### src/rtl/dotp_pkg.sv
package dotp_pkg;

    typedef enum logic [2:0] {
        ST_IDLE    = 3'd0,
        ST_ACCUM   = 3'd1,
        ST_DRAIN   = 3'd2,
        ST_COLLECT = 3'd3,
        ST_REDUCE  = 3'd4,
        ST_DONE    = 3'd5
    } dp_state_e;

endpackage

### src/rtl/dotp_mul_pipe.sv
module dotp_mul_pipe #(
    parameter int OP_W = 16,
    parameter int LAT  = 4,
    parameter int PW   = 2 * OP_W
) (
    input  logic                 clk,
    input  logic                 rst,
    input  logic                 in_vld,
    input  logic signed [OP_W-1:0] in_a,
    input  logic signed [OP_W-1:0] in_b,
    output logic                 out_vld,
    output logic signed [PW-1:0] out_prod,
    output logic                 busy
);

    logic [LAT-1:0]        vld_q;
    logic signed [PW-1:0]  prod_q [LAT];
    logic signed [PW-1:0]  prod_d;

    // Full-width signed product; the true value always fits in PW bits.
    assign prod_d = $signed({{OP_W{in_a[OP_W-1]}}, in_a}) *
                    $signed({{OP_W{in_b[OP_W-1]}}, in_b});

    always_ff @(posedge clk) begin
        if (rst) vld_q <= '0;
        else     vld_q <= {vld_q[LAT-2:0], in_vld};
    end

    always_ff @(posedge clk) begin
        prod_q[0] <= prod_d;
        for (int i = 1; i < LAT; i++) prod_q[i] <= prod_q[i-1];
    end

    assign out_vld  = vld_q[LAT-1];
    assign out_prod = prod_q[LAT-1];
    assign busy     = |vld_q;

endmodule

### src/rtl/dotp_add_pipe.sv
module dotp_add_pipe #(
    parameter int W   = 40,
    parameter int LAT = 4
) (
    input  logic                clk,
    input  logic                rst,
    input  logic                in_vld,
    input  logic signed [W-1:0] in_x,
    input  logic signed [W-1:0] in_y,
    output logic                out_vld,
    output logic signed [W-1:0] out_sum
);

    logic [LAT-1:0]       vld_q;
    logic signed [W-1:0]  sum_q [LAT];

    always_ff @(posedge clk) begin
        if (rst) vld_q <= '0;
        else     vld_q <= {vld_q[LAT-2:0], in_vld};
    end

    always_ff @(posedge clk) begin
        sum_q[0] <= in_x + in_y;
        for (int i = 1; i < LAT; i++) sum_q[i] <= sum_q[i-1];
    end

    assign out_vld = vld_q[LAT-1];
    assign out_sum = sum_q[LAT-1];

endmodule

### src/rtl/dotp_ctrl.sv
module dotp_ctrl
    import dotp_pkg::*;
#(
    parameter int LANES = 4,
    parameter int IW    = 2
) (
    input  logic          clk,
    input  logic          rst,
    input  logic          in_fire,
    input  logic          in_last,
    input  logic          mul_busy,
    input  logic          add_out_vld,
    output logic          in_ready,
    output logic          recirc_en,
    output logic          cap_en,
    output logic [IW-1:0] cap_idx,
    output logic          iss_en,
    output logic [IW-1:0] iss_idx,
    output logic          fin,
    output logic          done_o
);

    localparam logic [IW:0]   LANES_W = (IW+1)'(LANES);
    localparam logic [IW-1:0] COL_END = IW'(LANES - 1);
    localparam logic [IW:0]   TWO     = (IW+1)'(2);

    dp_state_e     state_q, state_d;
    logic [IW-1:0] col_cnt, iss_cnt, cap_cnt;
    logic [IW:0]   live;
    logic [IW:0]   half;
    logic          lvl_end;

    assign half    = live >> 1;
    assign lvl_end = (state_q == ST_REDUCE) && add_out_vld &&
                     ({1'b0, cap_cnt} == half - 1'b1);

    // next state
    always_comb begin
        state_d = state_q;
        unique case (state_q)
            ST_IDLE:    if (in_fire) state_d = in_last ? ST_DRAIN : ST_ACCUM;
            ST_ACCUM:   if (in_fire && in_last) state_d = ST_DRAIN;
            ST_DRAIN:   if (!mul_busy) state_d = ST_COLLECT;
            ST_COLLECT: if (col_cnt == COL_END) state_d = ST_REDUCE;
            ST_REDUCE:  if (lvl_end && live == TWO) state_d = ST_DONE;
            ST_DONE:    state_d = ST_IDLE;
        endcase
    end

    // state register
    always_ff @(posedge clk) begin
        if (rst) state_q <= ST_IDLE;
        else     state_q <= state_d;
    end

    // outputs
    always_comb begin
        in_ready  = 1'b0;
        recirc_en = 1'b0;
        cap_en    = 1'b0;
        cap_idx   = cap_cnt;
        iss_en    = 1'b0;
        iss_idx   = iss_cnt;
        fin       = 1'b0;
        done_o    = 1'b0;
        unique case (state_q)
            ST_IDLE:    in_ready = 1'b1;
            ST_ACCUM: begin
                in_ready  = 1'b1;
                recirc_en = 1'b1;
            end
            ST_DRAIN:   recirc_en = 1'b1;
            ST_COLLECT: begin
                cap_en  = 1'b1;
                cap_idx = col_cnt;
            end
            ST_REDUCE: begin
                cap_en = add_out_vld;
                iss_en = ({1'b0, iss_cnt} < half);
                fin    = lvl_end && (live == TWO);
            end
            ST_DONE:    done_o = 1'b1;
        endcase
    end

    // sequencing counters
    always_ff @(posedge clk) begin
        if (rst) begin
            col_cnt <= '0;
            iss_cnt <= '0;
            cap_cnt <= '0;
            live    <= LANES_W;
        end else begin
            if (state_q == ST_COLLECT) col_cnt <= col_cnt + 1'b1;
            else                       col_cnt <= '0;
            if (state_q == ST_REDUCE) begin
                if (lvl_end) begin
                    live    <= half;
                    iss_cnt <= '0;
                    cap_cnt <= '0;
                end else begin
                    if (iss_en)      iss_cnt <= iss_cnt + 1'b1;
                    if (add_out_vld) cap_cnt <= cap_cnt + 1'b1;
                end
            end else begin
                iss_cnt <= '0;
                cap_cnt <= '0;
                live    <= LANES_W;
            end
        end
    end

endmodule

### src/rtl/dotp_engine.sv
module dotp_engine
    import dotp_pkg::*;
#(
    parameter int OP_W    = 16,
    parameter int ACC_W   = 40,
    parameter int MUL_LAT = 4,
    parameter int ADD_LAT = 4
) (
    input  logic                    clk,
    input  logic                    rst,
    input  logic                    in_valid,
    output logic                    in_ready,
    input  logic                    in_last,
    input  logic signed [OP_W-1:0]  in_a,
    input  logic signed [OP_W-1:0]  in_b,
    output logic                    out_done,
    output logic signed [ACC_W-1:0] out_result
);

    // ADD_LAT is the number of interleaved partial sums: a power of two, 4 or more.
    localparam int PROD_W = 2 * OP_W;
    localparam int LANES  = ADD_LAT;
    localparam int IDX_W  = $clog2(LANES);

    logic                     in_fire;
    logic                     mul_vld, mul_busy;
    logic signed [PROD_W-1:0] mul_prod;
    logic signed [ACC_W-1:0]  prod_ext;
    logic                     add_in_vld, add_out_vld;
    logic signed [ACC_W-1:0]  add_x, add_y, add_out, add_keep;
    logic                     recirc_en, cap_en, iss_en, fin;
    logic [IDX_W-1:0]         cap_idx, iss_idx, pair_lo, pair_hi;
    logic signed [ACC_W-1:0]  lane_q [LANES];
    logic signed [ACC_W-1:0]  result_q;

    assign in_fire = in_valid && in_ready;

    dotp_mul_pipe #(.OP_W(OP_W), .LAT(MUL_LAT), .PW(PROD_W)) u_mul (
        .clk      (clk),
        .rst      (rst),
        .in_vld   (in_fire),
        .in_a     (in_a),
        .in_b     (in_b),
        .out_vld  (mul_vld),
        .out_prod (mul_prod),
        .busy     (mul_busy)
    );

    assign prod_ext = {{(ACC_W-PROD_W){mul_prod[PROD_W-1]}}, mul_prod};

    dotp_ctrl #(.LANES(LANES), .IW(IDX_W)) u_ctrl (
        .clk         (clk),
        .rst         (rst),
        .in_fire     (in_fire),
        .in_last     (in_last),
        .mul_busy    (mul_busy),
        .add_out_vld (add_out_vld),
        .in_ready    (in_ready),
        .recirc_en   (recirc_en),
        .cap_en      (cap_en),
        .cap_idx     (cap_idx),
        .iss_en      (iss_en),
        .iss_idx     (iss_idx),
        .fin         (fin),
        .done_o      (out_done)
    );

    assign pair_lo  = {iss_idx[IDX_W-2:0], 1'b0};
    assign pair_hi  = {iss_idx[IDX_W-2:0], 1'b1};
    assign add_keep = add_out_vld ? add_out : '0;

    // Adder operand select: running accumulation, or pairwise reduction.
    always_comb begin
        add_in_vld = 1'b0;
        add_x      = '0;
        add_y      = '0;
        if (recirc_en) begin
            add_in_vld = mul_vld || add_out_vld;
            add_x      = mul_vld ? prod_ext : '0;
            add_y      = add_keep;
        end else if (iss_en) begin
            add_in_vld = 1'b1;
            add_x      = lane_q[pair_lo];
            add_y      = lane_q[pair_hi];
        end
    end

    dotp_add_pipe #(.W(ACC_W), .LAT(ADD_LAT)) u_add (
        .clk     (clk),
        .rst     (rst),
        .in_vld  (add_in_vld),
        .in_x    (add_x),
        .in_y    (add_y),
        .out_vld (add_out_vld),
        .out_sum (add_out)
    );

    always_ff @(posedge clk) begin
        if (rst) begin
            for (int i = 0; i < LANES; i++) lane_q[i] <= '0;
        end else if (cap_en) begin
            lane_q[cap_idx] <= add_keep;
        end
    end

    always_ff @(posedge clk) begin
        if (rst)      result_q <= '0;
        else if (fin) result_q <= add_out;
    end

    assign out_result = result_q;

endmodule

### config.mk
export PLATFORM = sky130hd
export DESIGN_NAME = dotp_engine
export DESIGN_NICKNAME = d
export VERILOG_FILES = /design/src/rtl/dotp_pkg.sv /design/src/rtl/dotp_mul_pipe.sv /design/src/rtl/dotp_add_pipe.sv /design/src/rtl/dotp_ctrl.sv /design/src/rtl/dotp_engine.sv
export SDC_FILE = /design/constraint.sdc
export NUM_CORES = 1
export LEC_CHECK = 0
export ABC_CLOCK_PERIOD_IN_PS = 6160
export BUFFER_PORTS_ARGS = -buffer_cell sky130_fd_sc_hd__buf_2
export CAP_MARGIN = 15
export CORE_AREA = 2 2 236 238
export CTS_BUF_LIST = sky130_fd_sc_hd__clkbuf_2 sky130_fd_sc_hd__clkbuf_4 sky130_fd_sc_hd__clkbuf_8
export CTS_CLUSTER_SIZE = 16
export DETAILED_ROUTE_END_ITERATION = 10
export DIE_AREA = 0 0 238 240
export PLACE_DENSITY = 0.67
export SKIP_LAST_GASP = 1
export SLEW_MARGIN = 25
export SYNTH_ARGS = -nofsm -noshare
export SYNTH_HDL_FRONTEND = slang
export SYNTH_SLANG_ARGS = --single-unit
### constraint.sdc
create_clock -name clk -period 6.16 [get_ports clk]
set_input_delay 0.616 -clock clk [delete_from_list [all_inputs] [get_ports clk]]
set_output_delay 0.616 -clock clk [all_outputs]
set_load 0.02 [all_outputs]
Yosys cells after proc, flatten, opt, wreduce, memory -nomap -nowiden
Memory sizes are Yosys's and may differ from the RTL's. A register that Yosys moved wholly into a read port is not among the register bits.
Cells that the tools add are included.
W data, S select, Z words.
Operators by class
  add/subtract/negate cells: 5
  multipliers: 1
  magnitude comparators: 1
  eq/ne operators: 13
  multiplexer cells: 34
  bitwise logic cells: 2
  reductions and logical operators: 15
Operators with widths (number)
  $mux W40: 7
  $add A40 B40 Y40: 1
  $reduce_or A40 Y1: 1
  $mul A16 B16 Y32: 1
  $pmux W3 S6: 1
  $mux W3: 5
  $mux W2: 7
  $mux W1: 13
  $eq A3 B2 Y1 const B: 3
  $reduce_or A2 Y1: 4
  $add A2 B1 Y2 const B: 3
  $eq A3 B3 Y1 const B: 2
  $ne A2 B1 Y1 const B: 3
  $logic_and A1 B1 Y1: 5
  $reduce_and A5 Y1: 1
  $ne A2 B2 Y1 const B: 2
  $reduce_or A4 Y1: 1
  $eq A2 B3 Y1: 1
  $eq A3 B1 Y1 const B: 1
  $logic_not A3 Y1: 1
  $reduce_or A3 Y1: 1
  $sub A2 B1 Y3 const B: 1
  $eq A2 B2 Y1 const B: 1
  $lt A2 B2 Y1: 1
  other kinds (3): 4
Word-level totals
  bits in registers: 60
  memory bits (writable): 448
  input bits: 36
  output and inout port bits: 42
  memories kept: 3
Memories
  lane_q: words 4, width 40, read ports 2, clocked after Yosys merged registers in 2, write ports 4, line dotp_engine.sv:33  | logic signed [ACC_W-1:0] lane_q [LANES];
  u_add.sum_q: words 4, width 40, read ports 4, clocked after Yosys merged registers in 0, write ports 4, line dotp_add_pipe.sv:15  | logic signed [W-1:0] sum_q [LAT];
  u_mul.prod_q: words 4, width 32, read ports 4, clocked after Yosys merged registers in 0, write ports 4, line dotp_mul_pipe.sv:17  | logic signed [PW-1:0] prod_q [LAT];

Longest topological paths before layout
  depth after elaboration: 7
  mapped depth: 24

Hierarchy
A second synthesis with hierarchy kept.
Second synthesis, totals
  cell total of the unflattened synthesis: 2553
  area total of the unflattened synthesis: 27757.9 um2
Modules (own cells, without submodules)
  dotp_mul_pipe: times used 1, cells an instance 1230, area an instance 12549.5 um2
  dotp_engine: times used 1, cells an instance 759, area an instance 8874.8 um2
  dotp_add_pipe: times used 1, cells an instance 477, area an instance 5544.1 um2
  dotp_ctrl: times used 1, cells an instance 87, area an instance 789.5 um2

Least setup slack after synthesis
No wires, ideal clock.
  path type: input-to-reg
  start point: in in_a[15]
  end point: mem u_mul.prod_q[0][31] (netlist name)
  library setup time: 121 ps
  arrival: 5958 ps
  slack: 81 ps
  cell stages on the path: 21
  path buffers: 1
  cell sequence: clkbuf_1 -> nand2_1 -> inv_1 -> fa_1 -> fa_1 -> fa_1 -> fa_1 -> fa_1 -> inv_1 -> fa_1 -> inv_1 -> ha_1 -> a21o_1 -> a21oi_1 -> o21bai_1 -> a21o_1 -> a21oi_1 -> o211ai_1 -> a31oi_1 -> o21bai_1 -> xnor2_1
RTL lines
  start, declared: line dotp_engine.sv:14  | input logic signed [OP_W-1:0] in_a,
  end, declared: line dotp_mul_pipe.sv:17

==> out/summary.txt <==
Seq/Total Area, Yosys - 0.436
FF-to-FF End - u_add.sum_q[0][39]
CP arrival - 6.22 ns
slowest cell on the critical path - fa_1
WP data required - 6.68 ns
register bit total from synthesis - 509
clk root buf - clkbuf_8
RSZ-0062 raised after global routing - false
layout cells sized above 1 - 0.114
post-synthesis xor/xnor area fraction - 0.0227
Row Count - 86
Max Slew Vio Count - 0
Num CTS Buffers - 74
worst hold start - u_add.sum_q[2][25]
post-synthesis cell type count - 72
Final Critical Period - 5.70 ns
DP HPWL - 40800 microns
worst hold endpoint - u_add.sum_q[3][25]
CTS resizes - 0
DRT iter0 DRCs - 1123
fill cell count - 4722
drc violations - 0
worst min path class - flip-flop to flip-flop
sequential power share - 0.254
final setup vio count - 0
WS Path Type - primary input to flip-flop
post-layout util - 0.550
Post-synth EDFFs - 160
DR vias/cell - 5.18
core area - 54700 sq um
# IOs - 78
Logic pwr share - 0.576
Syn-to-layout area delta - 11.3%
endpoints failing hold - 0
CTS tree - built
P_leak - 13.0 nW
vias in the first global route - 18575
PortBufs - 77
Synth Area in Simple Gates - 0.125
Total GRT Usage - 0.204
internal cell power - 0.0101 W
Overflow after GRT - 0
pwr dens - 555 nW/um^2
clk_lat worst skew - 0.62 ns
flop-to-flop setup slack - 1.63 ns
proportion of synthesized area in mux cells - 0.0319
clock power share - 0.170
Main synth FF type - dfxtp_1
Critical Path Sink Type - flip-flop
clock sink total - 509
Worst Tran Pin Value - 0.967 ns
Crit path top cell by count - fa_1
Post-Synth Adder-Cell Area - 0.252
Worst Clk Skew - 0.0368 ns
Slew headroom - 0.355
nets - 3072
crit-path max FO - 5
P_sw - 0.00654 W
Routed wire per std cell - 16.6 microns
largest net degree at the start of global routing - 63
R2R depth - 15
Hold Path Depth - 0
H-tree depth - 3
die area - 57100 sq um
sw frac - 0.392
Initial DRT Pass Iterations - 6
hold buffers post-CTS - 0
footprint of the multi-input gates - 13700 sq um
synth warn - 0
Die X - 238 microns
fmax - 0.175 GHz
cell area after synthesis - 27000 sq um
Die Span Y - 240 microns
Setup TNS Final - 0 ns
compound-gate portion of the synthesized area - 0.0758
clock-pin slew on the worst setup and hold paths - 0.07 ns
maximum root-to-sink buffer count - 3
syn avg cell area - 10.7 sq um
Post-Synthesis Cells - 2531
Max-cap violations - 0
worst path cell trace - buf_2 > and2_1 > fa_1 > inv_1 > fa_1 > inv_1 > fa_1 > inv_1 > fa_1 > inv_1 > fa_1 > fa_1 > ha_1 > nand3_1 > nor2_1 > a32oi_1 > a21oi_1 > a31oi_1 > o211ai_1 > a31oi_1 > o21bai_1 > xnor2_1
Final Cycle Share - 0.926
via count - 17671
buffer count from post-CTS setup fixing - 0
remaining antenna violation count after routing - 0
maximum VDD drop - 0.490 mV
status - completed
type of origin of the critical path - primary input
first-pass GRT wire length - 93300 microns
register area - 11800 sq um
syn nets - 2954
WL final - 56800 microns
ys async rst share - 0
largest family of logic cells by synthesized area - adder cells
Initial Util - 0.495
initial antenna violation count - 1
worst r2r src - u_ctrl.state_q[1]
Worst path max stage delay - 0.55 ns
routability-driven placement congestion ratio - 0.895
## registers in the layout (all words and copies together) (netlist names), named ones only
name	count
u_mul.vld_q	4
u_ctrl.cap_cnt	2
u_add.vld_q	4
u_ctrl.iss_idx	2
u_ctrl.col_cnt	2
u_ctrl.live	3
out_result	40
lane_q	160
u_mul.prod_q	128
u_add.sum_q	160
u_ctrl.state_q	3
## Yosys cell counts, types with 7 or more instances
library cell	count	area [sq um]
a211oi_1	9	67.6
a21oi_1	88	440
edfxtp_1	160	4800
nor2b_1	11	68.8
xor2_1	17	149
a31oi_1	7	43.8
clkbuf_1	89	334
nor2_1	231	867
a21o_1	27	203
o21bai_1	11	82.6
fa_1	263	5270
buf_1	7	26.3
xnor2_1	53	464
nand2b_1	15	93.8
mux2i_1	85	851
o21ai_0	72	360
dfxtp_1	349	6990
o21a_1	9	67.6
nand3_1	17	85.1
inv_1	304	1140
and2_1	127	795
nand2_1	308	1160
ha_1	124	1550
o22ai_1	40	250
nor3_1	19	95.1
## metal layers
metal,track usage,share of wire,up-vias
li1,-,-,8398
met1,0.271,0.46,8733
met2,0.354,0.48,458
met3,0.0247,0.046,82
met4,0.0545,0.017,0
met5,0,0,-
## cell type report
cell class / count / share of cell area
clock inverter: 23 / 0.00678
antenna: 1 / 0.0000832
timing repair buffer: 143 / 0.0293
clock buffer: 113 / 0.0475
sequential: 509 / 0.392
multi-input combinational: 1617 / 0.457
inverter: 304 / 0.0379
tap: 704 / 0.0293
## per-stage QoR
step | setup WS (ns) | cell area, sq um | total power [W] | std cells | hold slack (ns)
floorplan | 0.0814 | 27000 | 0.0114 | 2531 | 0.310
global placement | -0.0163 | 28400 | 0.0135 | 3277 | 0.310
CTS | 0.529 | 30100 | 0.0168 | 3413 | 0.257
global route | 0.169 | 30100 | 0.0184 | 3414 | 0.274
detailed placement | -0.125 | 28400 | 0.0139 | 3277 | 0.312
finish | 0.456 | 30100 | 0.0167 | 3414 | 0.294
## cell families after synthesis
| logic type | count (synthesis) |
|---|---|
| simple gates | 757 |
| buf+inv | 405 |
| fa+ha+maj | 387 |
| mux | 86 |
| compound gates | 317 |
| xor+xnor | 70 |
| flops | 509 |
## worst max-delay path: cells and delay by family
kind / cells / cell delay, ns
AOI/OAI and AO/OA: 6 / 1.26
xor gates and xnor gates: 1 / 0.14
adders and majority gates: 7 / 3.27
buffers and inverters: 5 / 0.37
and+or+nand+nor: 3 / 0.58
## cells in the final DEF (no fill, tap or decap), drive strengths merged, types with 11 or more instances in the layout
master and n:
clkinv 14, nand2 308, clkbuf 113, o21ai 78, and2 127, fa 263
nor2b 11, xor2 17, nor3 20, o22ai 40, ha 124, edfxtp 160
buf 143, a21oi 91, mux2i 85, dfxtp 349, nand2b 15, inv 306
xnor2 53, nor2 233, o21bai 11, a21o 30, nand3 17
## worst max-delay path by stage
stage,start,to,slack (ns),cells past startpoint
3_5_place_dp,in_a[8],u_mul.prod_q[0][31],-0.12,22
2_1_floorplan,in_a[15],u_mul.prod_q[0][31],0.08,21
5_1_grt,in_b[4],u_mul.prod_q[0][31],0.17,22
4_1_cts,in_a[7],u_mul.prod_q[0][31],0.53,22
3_3_place_gp,in_a[7],u_mul.prod_q[0][30],-0.02,22
6_report,in_a[7],u_mul.prod_q[0][31],0.46,22
## power by group through the flow
stage          Clock, W  Combinational, W  Sequential [W]
2_1_floorplan         0           0.00714         0.00425
3_3_place_gp          0           0.00923         0.00429
3_5_place_dp          0           0.00957         0.00431
4_1_cts         0.00292           0.00962         0.00424
5_1_grt         0.00307            0.0110         0.00428
6_report        0.00284           0.00961         0.00424
Note: power is estimated with default switching activity, not from simulation.
